[src/rtl/trig_pkg.sv]
package trig_pkg;
  localparam int STATUS_W = 8;
  localparam int PEND_LSB = 1;
  localparam int LVL_LSB  = 5;

  // strobes from control to datapath
  typedef struct packed {
    logic slotFromBack;  // load offered record from gathered events
    logic slotFromEdge;  // load offered record from this cycle's changes
    logic slotClear;     // empty the offered record
    logic backCapture;   // merge this cycle's changes into gathered set
    logic backStampLoad; // gathered set was empty: take stamp now
    logic backClear;     // empty gathered set
  } ctlStrobe_t;
endpackage

[src/rtl/trig_control.sv]
module trig_control
  import trig_pkg::*;
(
  input  logic       bufMode,
  input  logic       edgeAny,
  input  logic       slotFull,
  input  logic       backFull,
  input  logic       evtReady,
  output ctlStrobe_t ctl
);
  logic accept;
  logic slotFree;

  assign accept   = slotFull & evtReady;
  assign slotFree = ~slotFull | accept;

  always_comb begin
    ctl = '0;
    if (!bufMode) begin
      ctl.slotClear = 1'b1;
      ctl.backClear = 1'b1;
    end else if (slotFree) begin
      if (backFull) begin
        ctl.slotFromBack = 1'b1;
        ctl.backClear    = 1'b1;
      end else if (edgeAny) begin
        ctl.slotFromEdge = 1'b1;
      end else if (accept) begin
        ctl.slotClear = 1'b1;
      end
    end else if (edgeAny) begin
      ctl.backCapture   = 1'b1;
      ctl.backStampLoad = ~backFull;
    end
  end
endmodule

[src/rtl/trig_datapath.sv]
module trig_datapath
  import trig_pkg::*;
#(
  parameter int NUM_TRIG   = 2,
  parameter int TS_W       = 32,
  parameter int SYNC_DEPTH = 2
) (
  input  logic                clk,
  input  logic                rstN,
  input  logic [NUM_TRIG-1:0] trigIn,
  input  ctlStrobe_t          ctl,
  output logic                edgeAny,
  output logic                slotFull,
  output logic                backFull,
  output logic [TS_W-1:0]     timeNow,
  output logic [STATUS_W-1:0] statusWord,
  output logic [STATUS_W-1:0] evtStatus,
  output logic [TS_W-1:0]     evtStamp
);
  logic [NUM_TRIG-1:0] syncStage [SYNC_DEPTH];
  logic [NUM_TRIG-1:0] lvl, prevLvl, edgeMask;
  logic [TS_W-1:0]     counter;
  logic [NUM_TRIG-1:0] slotMask, slotLvl, backMask;
  logic [TS_W-1:0]     slotStamp, backStamp;

  // synchronizer chain
  genvar g;
  generate
    for (g = 0; g < SYNC_DEPTH; g++) begin : gSync
      always_ff @(posedge clk) begin
        if (!rstN) syncStage[g] <= '0;
        else if (g == 0) syncStage[g] <= trigIn;
        else syncStage[g] <= syncStage[(g == 0) ? 0 : g-1];
      end
    end
  endgenerate

  assign lvl = syncStage[SYNC_DEPTH-1];

  always_ff @(posedge clk) begin
    if (!rstN) begin
      prevLvl <= '0;
      counter <= '0;
    end else begin
      prevLvl <= lvl;
      counter <= counter + TS_W'(1);
    end
  end

  assign edgeMask = lvl ^ prevLvl;
  assign edgeAny  = |edgeMask;

  // offered record
  always_ff @(posedge clk) begin
    if (!rstN) begin
      slotMask  <= '0;
      slotLvl   <= '0;
      slotStamp <= '0;
    end else if (ctl.slotFromBack) begin
      slotMask  <= backMask | edgeMask;
      slotLvl   <= lvl;
      slotStamp <= backStamp;
    end else if (ctl.slotFromEdge) begin
      slotMask  <= edgeMask;
      slotLvl   <= lvl;
      slotStamp <= counter;
    end else if (ctl.slotClear) begin
      slotMask <= '0;
    end
  end

  // gathered events waiting behind the offered record
  always_ff @(posedge clk) begin
    if (!rstN) begin
      backMask  <= '0;
      backStamp <= '0;
    end else if (ctl.backClear) begin
      backMask <= '0;
    end else if (ctl.backCapture) begin
      backMask <= backMask | edgeMask;
      if (ctl.backStampLoad) backStamp <= counter;
    end
  end

  assign slotFull = |slotMask;
  assign backFull = |backMask;
  assign timeNow  = counter;
  assign evtStamp = slotStamp;

  always_comb begin
    statusWord = '0;
    evtStatus  = '0;
    for (int i = 0; i < NUM_TRIG; i++) begin
      statusWord[PEND_LSB+i] = slotMask[i] | backMask[i];
      statusWord[LVL_LSB+i]  = lvl[i];
      evtStatus[PEND_LSB+i]  = slotMask[i];
      evtStatus[LVL_LSB+i]   = slotLvl[i];
    end
  end
endmodule

[src/rtl/trig_capture.sv]
module trig_capture
  import trig_pkg::*;
#(
  parameter int NUM_TRIG   = 2,
  parameter int TS_W       = 32,
  parameter int SYNC_DEPTH = 2
) (
  input  logic                clk,
  input  logic                rstN,
  input  logic [NUM_TRIG-1:0] trigIn,
  input  logic                bufMode,
  input  logic                evtReady,
  output logic [TS_W-1:0]     timeNow,
  output logic [STATUS_W-1:0] statusWord,
  output logic                evtValid,
  output logic [STATUS_W-1:0] evtStatus,
  output logic [TS_W-1:0]     evtStamp
);
  ctlStrobe_t ctl;
  logic edgeAny, slotFull, backFull;

  trig_control u_control (
    .bufMode  (bufMode),
    .edgeAny  (edgeAny),
    .slotFull (slotFull),
    .backFull (backFull),
    .evtReady (evtReady),
    .ctl      (ctl)
  );

  trig_datapath #(
    .NUM_TRIG   (NUM_TRIG),
    .TS_W       (TS_W),
    .SYNC_DEPTH (SYNC_DEPTH)
  ) u_datapath (
    .clk        (clk),
    .rstN       (rstN),
    .trigIn     (trigIn),
    .ctl        (ctl),
    .edgeAny    (edgeAny),
    .slotFull   (slotFull),
    .backFull   (backFull),
    .timeNow    (timeNow),
    .statusWord (statusWord),
    .evtStatus  (evtStatus),
    .evtStamp   (evtStamp)
  );

  assign evtValid = slotFull;
endmodule

[config.mk]
export PLATFORM = sky130hd
export DESIGN_NAME = trig_capture
export DESIGN_NICKNAME = d
export VERILOG_FILES = /design/src/rtl/trig_pkg.sv /design/src/rtl/trig_control.sv /design/src/rtl/trig_datapath.sv /design/src/rtl/trig_capture.sv
export SDC_FILE = /design/constraint.sdc
export NUM_CORES = 1
export LEC_CHECK = 0
export BUFFER_PORTS_ARGS = -buffer_cell sky130_fd_sc_hd__clkbuf_2
export CAP_MARGIN = 20
export CORE_ASPECT_RATIO = 1.1
export CORE_MARGIN = 4
export CORE_UTILIZATION = 35
export CTS_CLUSTER_DIAMETER = 30
export DETAILED_ROUTE_END_ITERATION = 8
export HOLD_SLACK_MARGIN = 0.03
export PLACE_DENSITY_LB_ADDON = 0.25
export SLEW_MARGIN = 20
export SYNTH_ARGS = -nofsm -noshare
export SYNTH_HDL_FRONTEND = slang
export SYNTH_HIERARCHICAL = 1
export SYNTH_SLANG_ARGS = --single-unit
[constraint.sdc]
create_clock -name clk -period 2.4 [get_ports clk]
set_input_delay 0.36 -clock clk [delete_from_list [all_inputs] [get_ports clk]]
set_output_delay 0.36 -clock clk [all_outputs]
set_load 0.01 [all_outputs]
======== Yosys cells after proc, flatten, opt, wreduce, memory -nomap -nowiden ========
Memory sizes are Yosys's and may differ from the RTL's.
Cells that the tools add are included.
word-level totals
  input port bits ......................... 6
  RAM bits ................................ 4
  register bits ........................... 104
  memories kept ........................... 1
  output and inout port bits .............. 81
  word-level logic and storage cells ...... 52
memory list
  memory                words  bits a word  rd ports  clocked after memory_dff  wr ports  RTL line             text
  u_datapath.syncStage  2      2            2         0                         2         trig_datapath.sv:20  logic [NUM_TRIG-1:0] syncStage [SYNC_DEPTH];
operators by class
  reduce and logical (&&, ||, !) cells .... 7
  multiplexer cells ....................... 24
  add/sub/neg operators ................... 1
  bitwise logic cells ..................... 12
operators by type and width
  cell                   number
  $mux 32                2
  $add 32x1->32 const B  1
  $mux 2                 12
  $mux 1                 9
  $reduce_or 2->1        4
  $or 1x1->1             5
  $not 1->1              4
  $mux 3                 1
  $reduce_and 3->1       1
  $reduce_bool 3->1      1
  $or 2x2->2             1
  $reduce_bool 2->1      1
  $xor 2x2->2            1
  $and 1x1->1            1

======== Depth between registers and ports, before layout ========
Gate-level depths: netlist of the first run.
  depth in word-level cells ............... 10
  mapped depth ............................ 11

======== By module ========
Netlist of the first run, hierarchy kept.
modules (own cells, without submodules)
  module         area each (um^2)  times used  cells each
  trig_datapath  4566.9            1           545
  trig_control   62.6              1           12

======== Worst setup path after synthesis of the first run ========
No wires, ideal clock.
  kind .................................... reg2reg
  start ................................... memory u_datapath.syncStage[1][1]
  end ..................................... register u_datapath.slotStamp[27], in the netlist u_datapath/evtStamp[27]
  slack ................................... -71 ps
  data required time ...................... 2272 ps
  data arrival time ....................... 2343 ps
  library setup time ...................... 128 ps
  stages on the path, launching flop included .. 12
  cells stage by stage .................... dfxtp_1 -> xor2_1 -> or2_2 -> nand2_1 -> nor3_1 -> clkbuf_1 -> clkbuf_1 -> buf_1 -> mux2i_1 -> nor2_1 -> a21oi_1 -> nor2_1
RTL lines
  item                    RTL line             text
  start: declaration      trig_datapath.sv:20
  end signal: assignment  trig_datapath.sv:62  slotStamp <= backStamp;
  end signal: assignment  trig_datapath.sv:66  slotStamp <= counter;
  end: declaration        trig_datapath.sv:24  logic [TS_W-1:0] slotStamp, backStamp;

======== Worst setup path in the final report of the first run ========
  start ................................... register u_datapath.counter[4], in the netlist u_datapath/timeNow[4]
  end ..................................... register u_datapath.counter[27], in the netlist u_datapath/timeNow[27]
between the ends
  longest elaborated chain between the ends .. 1
RTL lines
  item                      RTL line             text
  start: declaration        trig_datapath.sv:22  logic [TS_W-1:0] counter;
  start signal: assignment  trig_datapath.sv:46  counter <= counter + TS_W'(1);
  $add 32x1->32             trig_datapath.sv:46
Every way passes these cells.
A chain may end at the register's enable or synchronous reset.

==> reports/results.ini, run 1 <==
[sta]
rsz0062_at_grt = true
slew_violations = 0
tightest_slew_ps = 538
finalHoldViolations = 0
finalCriticalPeriod_ps = 2260
skew_ps = 8.28
finalCritPeriodShare_pct = 94.1
setup_viol = 0
tns_ps = 0
fin_ws_ps = 141
relSlewSlack_pct = 64.1
clock.fmax_ghz = 0.443
whs_ps = 224

[global_route]
grt_max_degree = 72
grt_pass1_vias = 3879
overflow = 0
grt_first_pass_wirelength_um = 18600
grt_antenna_before_repair = 0
globalRouteTotalUtil_pct = 14.9

[power_and_ir_drop]
p_sw_share_pct = 21.9
power_switching_mw = 0.724
power_density_mw_per_mm2 = 616
p_leak_nw = 2.07
finalPower_mw = 3.31
ir_drop_mv = 0.335
p_clk_share_pct = 40.9
internal_power_mw = 2.59
p_seq_share_pct = 54.6
pwr-share-comb_pct = 4.5

[final_layout]
utilization_pct = 42.0
seq_area_mm2 = 0.00216
multi_input_area_mm2 = 0.00219
layout-drive-gt1-share_pct = 18.7
diodes = 0
stdcell_count = 778
layout.nets = 623
final_cell_mix = dfxtp_1 (108), a21oi_1 (84), nor2_1 (82), clkbuf_2 (78), nand2_1 (78)
area_growth_pct = 16.2
layout_commonest_cell = dfxtp_1
final_area_mm2 = 0.00538
fillers = 1319

[cts]
clk_latency_ps = 340
tritoncts = built
post-cts-setup-buffers = 0
holdBufCountCts = 0
cts_buffer_depth = 2
clk_pin_slew_ps = 70
cts_resized = 0
cts.htree.levels = 3
cts_buffers = 9
clock-sinks = 108
root_buffer = clkbuf_16

[place]
dp.cells = 762
port_buffers = 78
dp_hpwl_um = 7430
gp_congestion = 0.795
dp_slack_ps = 114
dpl-instance-area_mm2 = 0.00510

[routing]
vias_per_cell = 5.15
drc = 0
avgRoutedWirePerCell_um = 14.2
wirelength_um = 11100
vias = 4008
drtIter0Drc = 205
dr.pass1.iters = 4
ant_nets = 0

[synthesis]
muxShareOfSynthArea_pct = 6.92
synth_xor_area_share_pct = 2.84
synth_edf_count = 0
synth.cell_area_mm2 = 0.00463
yosysUniqueCellTypes = 43
yosys_warnings = 6
syn_inst = 557
ys_ff_latch = 108
synth_top_family_by_area = simple AND/OR/NAND/NOR gates
ys_async_sr_fraction_pct = 0
avgSynthCellArea_um2 = 8.31
synth_ff_type = dfxtp_1
synth_adder_area_share_pct = 0.270
synthSimpleGateAreaFrac_pct = 24.0
synth-seq-area-share_pct = 46.7
synth-compound-area-share_pct = 12.5

[die]
rows = 43
dieWidth_um = 118
dieHeight_um = 129
core_area_mm2 = 0.0128
die_area_mm2 = 0.0151
start_util_pct = 36.2
pin_count = 87

[job]
drv_cap = 0

[setup_path]
cp_max_fo = 18
start_kind = flip-flop
rr_worst_depth = 4
critical_path_class = reg2reg
cp.arrival_ps = 2540
required_ps = 2680
endpoint_kind = flip-flop

[hold_path]
whs_path_depth = 2
hold_path_class = in2reg

[status]
status = finished clean

metal layers:
layer  up-vias  share of wire [%]  global-route usage, %
li1       1997                  -                      -
met1      1911                 46                   18.0
met2        85                 49                   26.0
met3        15                3.9                   3.38
met4         0                1.2                   5.45
met5         -                  0                      0
worst max-delay path, cell delays in order (launching register included):
cell,delay [ps]
dfxtp_1,480
nand4_4,180
or4_1,830
or4_1,560
a21oi_1,150
sequential cells by signal, indices dropped and copies added, names as in the netlist:
register and cells:
u_datapath/backMask 2, u_datapath/timeNow 32, u_datapath/evtStamp 32, u_datapath/slotLvl 2
u_datapath/prevLvl 2, u_datapath/syncStage 4, u_datapath/slotMask 2, u_datapath/backStamp 32
Yosys cell counts (5+ instances only):
master    count  area (um2)
and2_1        9        56.3
nand2_1      78         293
nand4_1       8        50.1
or2_2         5        31.3
buf_4        10        75.1
xnor2_1       8        70.1
o31ai_1      10        75.1
xor2_1        7        61.3
clkbuf_1     27         101
a21oi_1      84         420
mux2i_1      32         320
nor3_1        7        35.0
nand3_1      10        50.1
nor2_1       82         308
dfxtp_1     108        2160
o21ai_0       8        40.0
buf_1         5        18.8
or4_1        12        90.1
cell families (layout without fill, tap and decap cells):
kind of cell	count (synthesis)	after routing
AND/OR/NAND/NOR	237	237
AO/OA/AOI/OAI	108	108
flip-flops	108	108
buffers and inverters	55	112
multiplexers	32	32
XOR/XNOR	15	15
adder cells (fa/ha/maj)	1	1
other	1	8
power by group through the flow:
stage                     Clock, mW  Combinational, mW  Sequential (mW)
after global routing           1.48              0.164             1.81
final                          1.36              0.149             1.81
after detailed placement          0              0.148             1.85
after CTS                      1.40              0.149             1.81
after floorplan                   0              0.105             1.85
after global placement            0              0.146             1.85
final cells by class:
class | instances | share of cell area, %
Multi-Input combinational cell | 401 | 40.8
Sequential cell | 108 | 40.2
Timing Repair Buffer | 91 | 10.1
Clock buffer | 14 | 4.72
Tap cell | 157 | 3.65
Inverter | 5 | 0.349
Clock inverter | 2 | 0.186
final timing paths:
| kind | start | slack [ps] | endpoint |
|---|---|---|---|
| worst max-delay path | u_datapath/timeNow[4]$_SDFF_PN0_ | 140 | u_datapath/timeNow[27]$_SDFF_PN0_ |
| worst min-delay path | trigIn[0] | 220 | u_datapath/syncStage[0][0]$_SDFF_PN0_ |
| worst min register to register | u_datapath/syncStage[0][1]$_SDFF_PN0_ | 450 | u_datapath/syncStage[1][1]$_SDFF_PN0_ |
| worst max register to register | u_datapath/timeNow[4]$_SDFF_PN0_ | 140 | u_datapath/timeNow[27]$_SDFF_PN0_ |
(Power assumes the default switching activity.)
==> inputs of run 2 (changes only) <==
- SYNTH_HIERARCHICAL: 1 -> not set
==> reports/results.ini, run 2 <==
[status]
status = finished clean

[power_and_ir_drop]
ir_drop_mv = 0.320  ; -4.5%
p_leak_nw = 1.93  ; -7.1%
power_density_mw_per_mm2 = 713  ; +16%

[global_route]
grt_first_pass_wirelength_um = 19200  ; +3.1%
globalRouteTotalUtil_pct = 16.3  ; +1.5 points
grtUsageMet3_pct = 4.78  ; +1.4 points
grt_antenna_before_repair = 0  ; unchanged
overflow = 0  ; unchanged
use_met1_pct = 20.5  ; +2.5 points
grt_max_degree = 63  ; -13%
grt-busiest-layer = met2
met2_usage_pct = 26.5  ; +0.53 points
grt_pass1_vias = 3855  ; -0.62%

[synthesis]
yosysUniqueCellTypes = 39  ; -9.3%
yosys_warnings = 0  ; -6
synth.cell_area_mm2 = 0.00438  ; -5.4%
synth-seq-area-share_pct = 49.3  ; +2.6 points
yosysMostFrequentCell = nand2_1
synthDominantCellAreaShare_pct = 49.3  ; +2.6 points
muxShareOfSynthArea_pct = 0.228  ; -6.7 points
synth-compound-area-share_pct = 19.2  ; +6.8 points
synth_adder_area_share_pct = 0.286  ; +0.015 points
ys_async_sr_fraction_pct = 0  ; unchanged
synth_area_leader_cell = dfxtp_1
synth_xor_area_share_pct = 2.40  ; -0.44 points
avgSynthCellArea_um2 = 8.08  ; -2.7%
synth_ff_type = dfxtp_1
synth_area_leaders = dfxtp_1 (49%), nand2_1 (12%), a21oi_1 (6.3%)
ys_ff_latch = 108  ; unchanged
synth_edf_count = 0  ; unchanged
synthSimpleGateAreaFrac_pct = 22.8  ; -1.2 points
synth_common_cells = nand2_1 (139), dfxtp_1 (108), a21oi_1 (55), o21ai_0 (39), clkbuf_1 (34)
syn_inst = 542  ; -2.7%
synth_top_family_by_area = simple AND/OR/NAND/NOR gates

[die]
dieHeight_um = 125  ; -2.5%
start_util_pct = 36.1  ; -0.058 points
die_area_mm2 = 0.0144  ; -5.0%
dieWidth_um = 115  ; -2.5%
pin_count = 87  ; unchanged
core_area_mm2 = 0.0121  ; -5.2%
rows = 42  ; -2.3%

[sta]
relSlewSlack_pct = 52.7  ; -11 points
tns_ps = 0  ; unchanged
finalHoldViolations = 0  ; unchanged
slew_violations = 0  ; unchanged
fin_ws_ps = 290  ; +148 ps
tightest_slew_ps = 708  ; +170 ps
setup_viol = 0  ; unchanged
finalCritPeriodShare_pct = 87.9  ; -6.2 points
skew_ps = 5.98  ; -2.30 ps
rsz0062_at_grt = false
clock.fmax_ghz = 0.474  ; +7.0%
finalCriticalPeriod_ps = 2110  ; -148 ps

[final_layout]
layout_commonest_cell = nand2_1
layout-drive-gt1-share_pct = 20.2  ; +1.6 points
layout.nets = 610  ; -2.1%
multi_input_area_mm2 = 0.00201  ; -8.4%
diodes = 0  ; unchanged
final_cell_mix = nand2_1 (139), dfxtp_1 (108), clkbuf_2 (78), a21oi_1 (55), o21ai_0 (39)
fillers = 1255  ; -4.9%
seq_area_mm2 = 0.00216  ; unchanged
area_growth_pct = 19.4
stdcell_count = 762  ; -2.1%

[routing]
drc = 0  ; unchanged
vias_per_cell = 5.24  ; +1.8%
drtIter0Drc = 209  ; +2.0%
vias = 3996  ; -0.30%
wirelength_um = 11400  ; +3.4%
dr.pass1.iters = 5  ; +1
ant_nets = 0  ; unchanged
avgRoutedWirePerCell_um = 15.0  ; +5.6%

[setup_path]
start_kind = flip-flop
rrSetupSlack_ps = 290  ; +150 ps
rr_worst_depth = 5  ; +1
r2r_end = u_datapath.timeNow[22]$_SDFF_PN0_
endpoint_kind = flip-flop
reg2reg_from = u_datapath.timeNow[0]$_SDFF_PN0_
cp_max_fo = 12  ; -6
required_ps = 2680  ; about the same
cp.arrival_ps = 2390  ; -150 ps
critical_path_class = reg2reg

[hold_path]
whs_path_depth = 2  ; unchanged
hp-start = trigIn[0]
hold_end = u_datapath.syncStage[0][0]$_SDFF_PN0_
hold_path_class = in2reg

[cts]
cts.htree.levels = 3  ; unchanged
cts_buffers = 9  ; unchanged
clk_latency_ps = 350  ; about the same
clock-sinks = 108  ; unchanged
root_buffer = clkbuf_16
clk_pin_slew_ps = 70  ; about the same
cts_buffer_depth = 2  ; unchanged
tritoncts = built

[place]
dp_hpwl_um = 7550  ; +1.5%
dp.cells = 746  ; -2.1%
gp_congestion = 0.763  ; -4.0%
port_buffers = 78  ; unchanged
dp_slack_ps = 235  ; +121 ps

[job]
drv_cap = 0  ; unchanged

## run 2: what timing repair did
action / in CTS / in global routing
buffers inserted: 0 / 0
gates resized for setup: 0 / 1
hold endpoints to repair: 0 / 0
endpoints found under the setup margin: 0 / 1
hold buffers: 0 / 0
## run 2: worst max-delay path, stage by stage, from the launching register on
cell     delay (ps)
dfxtp_1         450
ha_1            220
and3_1          290
nand3_1         340
or4_1           600
a21oi_1         140
## run 2: worst max-delay path by stage
stage	startpoint	endpoint	slack (ps)	depth (start not counted)
2_1_floorplan	u_datapath.timeNow[12]$_SDFF_PN0_	u_datapath.timeNow[30]$_SDFF_PN0_	400	6
3_3_place_gp	u_datapath.timeNow[20]$_SDFF_PN0_	u_datapath.timeNow[31]$_SDFF_PN0_	290	4
3_5_place_dp	u_datapath.timeNow[20]$_SDFF_PN0_	u_datapath.timeNow[31]$_SDFF_PN0_	240	4
4_1_cts	u_datapath.timeNow[20]$_SDFF_PN0_	u_datapath.timeNow[31]$_SDFF_PN0_	200	4
5_1_grt	u_datapath.timeNow[0]$_SDFF_PN0_	u_datapath.timeNow[22]$_SDFF_PN0_	90	5
6_report	u_datapath.timeNow[0]$_SDFF_PN0_	u_datapath.timeNow[22]$_SDFF_PN0_	290	5
## run 2: cell type report
class	instances	area share, %
clock buffer	12	5.10
clock inverter	4	1.34
inverter	4	0.287
multi-input combinational	387	38.4
sequential	108	41.3
tap	154	3.68
timing repair buffer	93	9.86
## run 2: power by group
part,internal [mW],switching (mW)
clock,0.996,0.649
combinational,0.0774,0.137
sequential,1.84,0.0306
## run 2: cells by family after synthesis
kind of cell	count (synthesis)
buf+inv	54
xor+xnor	12
mux	1
other cells	1
fa+ha+maj	1
simple gates	218
compound gates	147
flops	108
## run 2: layer usage
| metal | share of wire [%] | vias to the layer above |
|---|---|---|
| li1 | - | 1991 |
| met1 | 44 | 1903 |
| met2 | 48 | 91 |
| met3 | 6.8 | 11 |
| met4 | 1.4 | 0 |
| met5 | 0 | - |
## run 2: metrics by stage
stage	utilization [%]	hold WS (ps)	area (um2)	power (mW)
2_1_floorplan	-	412	4410	2.05
3_3_place_gp	40.3	413	4890	2.13
3_5_place_dp	40.3	423	4890	2.13
4_1_cts	43.1	201	5230	3.78
5_1_grt	43.1	217	5230	3.88
6_report	43.1	214	5230	3.73
==> inputs of run 3 (changes only) <==
- CORE_ASPECT_RATIO: 1.1 -> 0.5
==> reports/results.ini, run 3 (synthesis gave the netlist of run 2 again) <==
[sta]
skew_ps = 11.9  ; +5.90 ps
rsz0062_at_grt = false
slew_violations = 0  ; unchanged
tns_ps = 0  ; unchanged
setup_viol = 0  ; unchanged
finalCritPeriodShare_pct = 92.9  ; +4.9 points
finalCriticalPeriod_ps = 2230  ; +118 ps
tightest_slew_ps = 663  ; -45.5 ps
relSlewSlack_pct = 55.7  ; +3.0 points
clock.fmax_ghz = 0.449  ; -5.3%
finalHoldViolations = 0  ; unchanged
fin_ws_ps = 171  ; -118 ps

[global_route]
grt_pass1_vias = 3584  ; -7.0%
grt_antenna_before_repair = 0  ; unchanged
grt_first_pass_wirelength_um = 18500  ; -3.6%
overflow = 0  ; unchanged
grt_max_degree = 50  ; -21%
globalRouteTotalUtil_pct = 15.4  ; -0.96 points

[power_and_ir_drop]
finalPower_mw = 3.62  ; -3.1%
ir_drop_mv = 0.370  ; +15%
p_leak_nw = 1.92  ; -0.16%
power_density_mw_per_mm2 = 691  ; -3.0%

[setup_path]
endpoint_kind = flip-flop
crit_path_max_incr_delay_ps = 800  ; +200 ps
cp_cell_sequence = nand4_2 > or4_1 > or4_1 > a21oi_1
critical_path_class = reg2reg
cpMostUsedCell = or4_1
start_kind = flip-flop
required_ps = 2680  ; about the same
cp.arrival_ps = 2510  ; +120 ps
path_delay_family = simple AND/OR/NAND/NOR gates
crit_slowest_cell = or4_1
critPathBufInv = 0  ; unchanged
cp_max_fo = 16  ; +4

[hold_path]
hold_path_class = in2reg

[routing]
vias = 3935  ; -1.5%
ant_nets = 0  ; unchanged
vias_per_cell = 5.08  ; -3.2%
avgRoutedWirePerCell_um = 14.2  ; -5.7%
wirelength_um = 11000  ; -4.1%
dr.pass1.iters = 5  ; unchanged
drtIter0Drc = 200  ; -4.3%
drc = 0  ; unchanged

[die]
start_util_pct = 36.5  ; +0.37 points
dieHeight_um = 87.1  ; -31%
pin_count = 87  ; unchanged
dieWidth_um = 166  ; +45%
rows = 28  ; -33%
die_area_mm2 = 0.0145  ; +0.74%
core_area_mm2 = 0.0120  ; -1.0%

[cts]
cts_resized = 0  ; unchanged
cts_buffers = 9  ; unchanged
clk_pin_slew_ps = 70  ; about the same
clock-sinks = 108  ; unchanged
root_buffer = clkbuf_16
post-cts-setup-buffers = 0  ; unchanged
tritoncts = built
holdBufCountCts = 0  ; unchanged
clk_latency_ps = 340  ; about the same
cts_buffer_depth = 2  ; unchanged
cts.htree.levels = 3  ; unchanged

[final_layout]
area_growth_pct = 19.3  ; about the same
utilization_pct = 43.5  ; +0.43 points
layout_commonest_cell = nand2_1
diodes = 0  ; unchanged
final_cell_mix = nand2_1 (139), dfxtp_1 (108), clkbuf_2 (78), a21oi_1 (55), o21ai_0 (39)
layout.nets = 612  ; +0.33%
layout-drive-gt1-share_pct = 20.3  ; +0.098 points
fillers = 1247  ; -0.64%

[job]
drv_cap = 0  ; unchanged

[place]
dp_slack_ps = 200  ; -35.5 ps
dp_hpwl_um = 7100  ; -5.9%
gp_congestion = 0.752  ; -1.4%
port_buffers = 78  ; unchanged

[status]
status = finished clean

## run 3: routing by layer
layer,up-vias,part of all wire (%),global-route usage [%]
met2,91,43,24.3
met1,1836,50,21.3
li1,2001,-,-
met5,-,0,0
met3,7,5.6,4.44
met4,0,0.75,3.12
## run 3: path summary, 6_finish.rpt
kind | from | cells past startpoint | slack, ps | to
hold / removal | trigIn[1] | 2 | 220 | u_datapath.syncStage[0][1]$_SDFF_PN0_
hold reg to reg | u_datapath.syncStage[0][0]$_SDFF_PN0_ | 1 | 440 | u_datapath.syncStage[1][0]$_SDFF_PN0_
setup / recovery | u_datapath.timeNow[13]$_SDFF_PN0_ | 4 | 170 | u_datapath.timeNow[31]$_SDFF_PN0_
setup reg to reg | u_datapath.timeNow[13]$_SDFF_PN0_ | 4 | 170 | u_datapath.timeNow[31]$_SDFF_PN0_
## run 3: metrics by stage
| step | hold slack (ps) | cells | area, um2 |
|---|---|---|---|
| floorplan | 412 | 549 | 4410 |
| global placement | 417 | 759 | 4920 |
| detailed placement | 425 | 759 | 4920 |
| CTS | 218 | 775 | 5230 |
| global route | 222 | 775 | 5230 |
| finish | 222 | 775 | 5230 |
## run 3: layout make-up
class | instances | area [um2] | area share (%)
flip-flops and latches | 108 | 2160 | 41.3
multi-input cells | 387 | 2000 | 38.3
well taps | 165 | 206 | 3.95
repair buffers | 95 | 531 | 10.1
clock inverters | 5 | 57.6 | 1.10
clock buffers | 11 | 253 | 4.83
inverters | 4 | 15.0 | 0.287
## run 3: where the power goes
part	switching (mW)	internal, mW	total [mW]
logic	0.136	0.0781	0.214
clock network	0.664	0.869	1.53
registers	0.0290	1.84	1.87
total	0.829	2.79	3.62
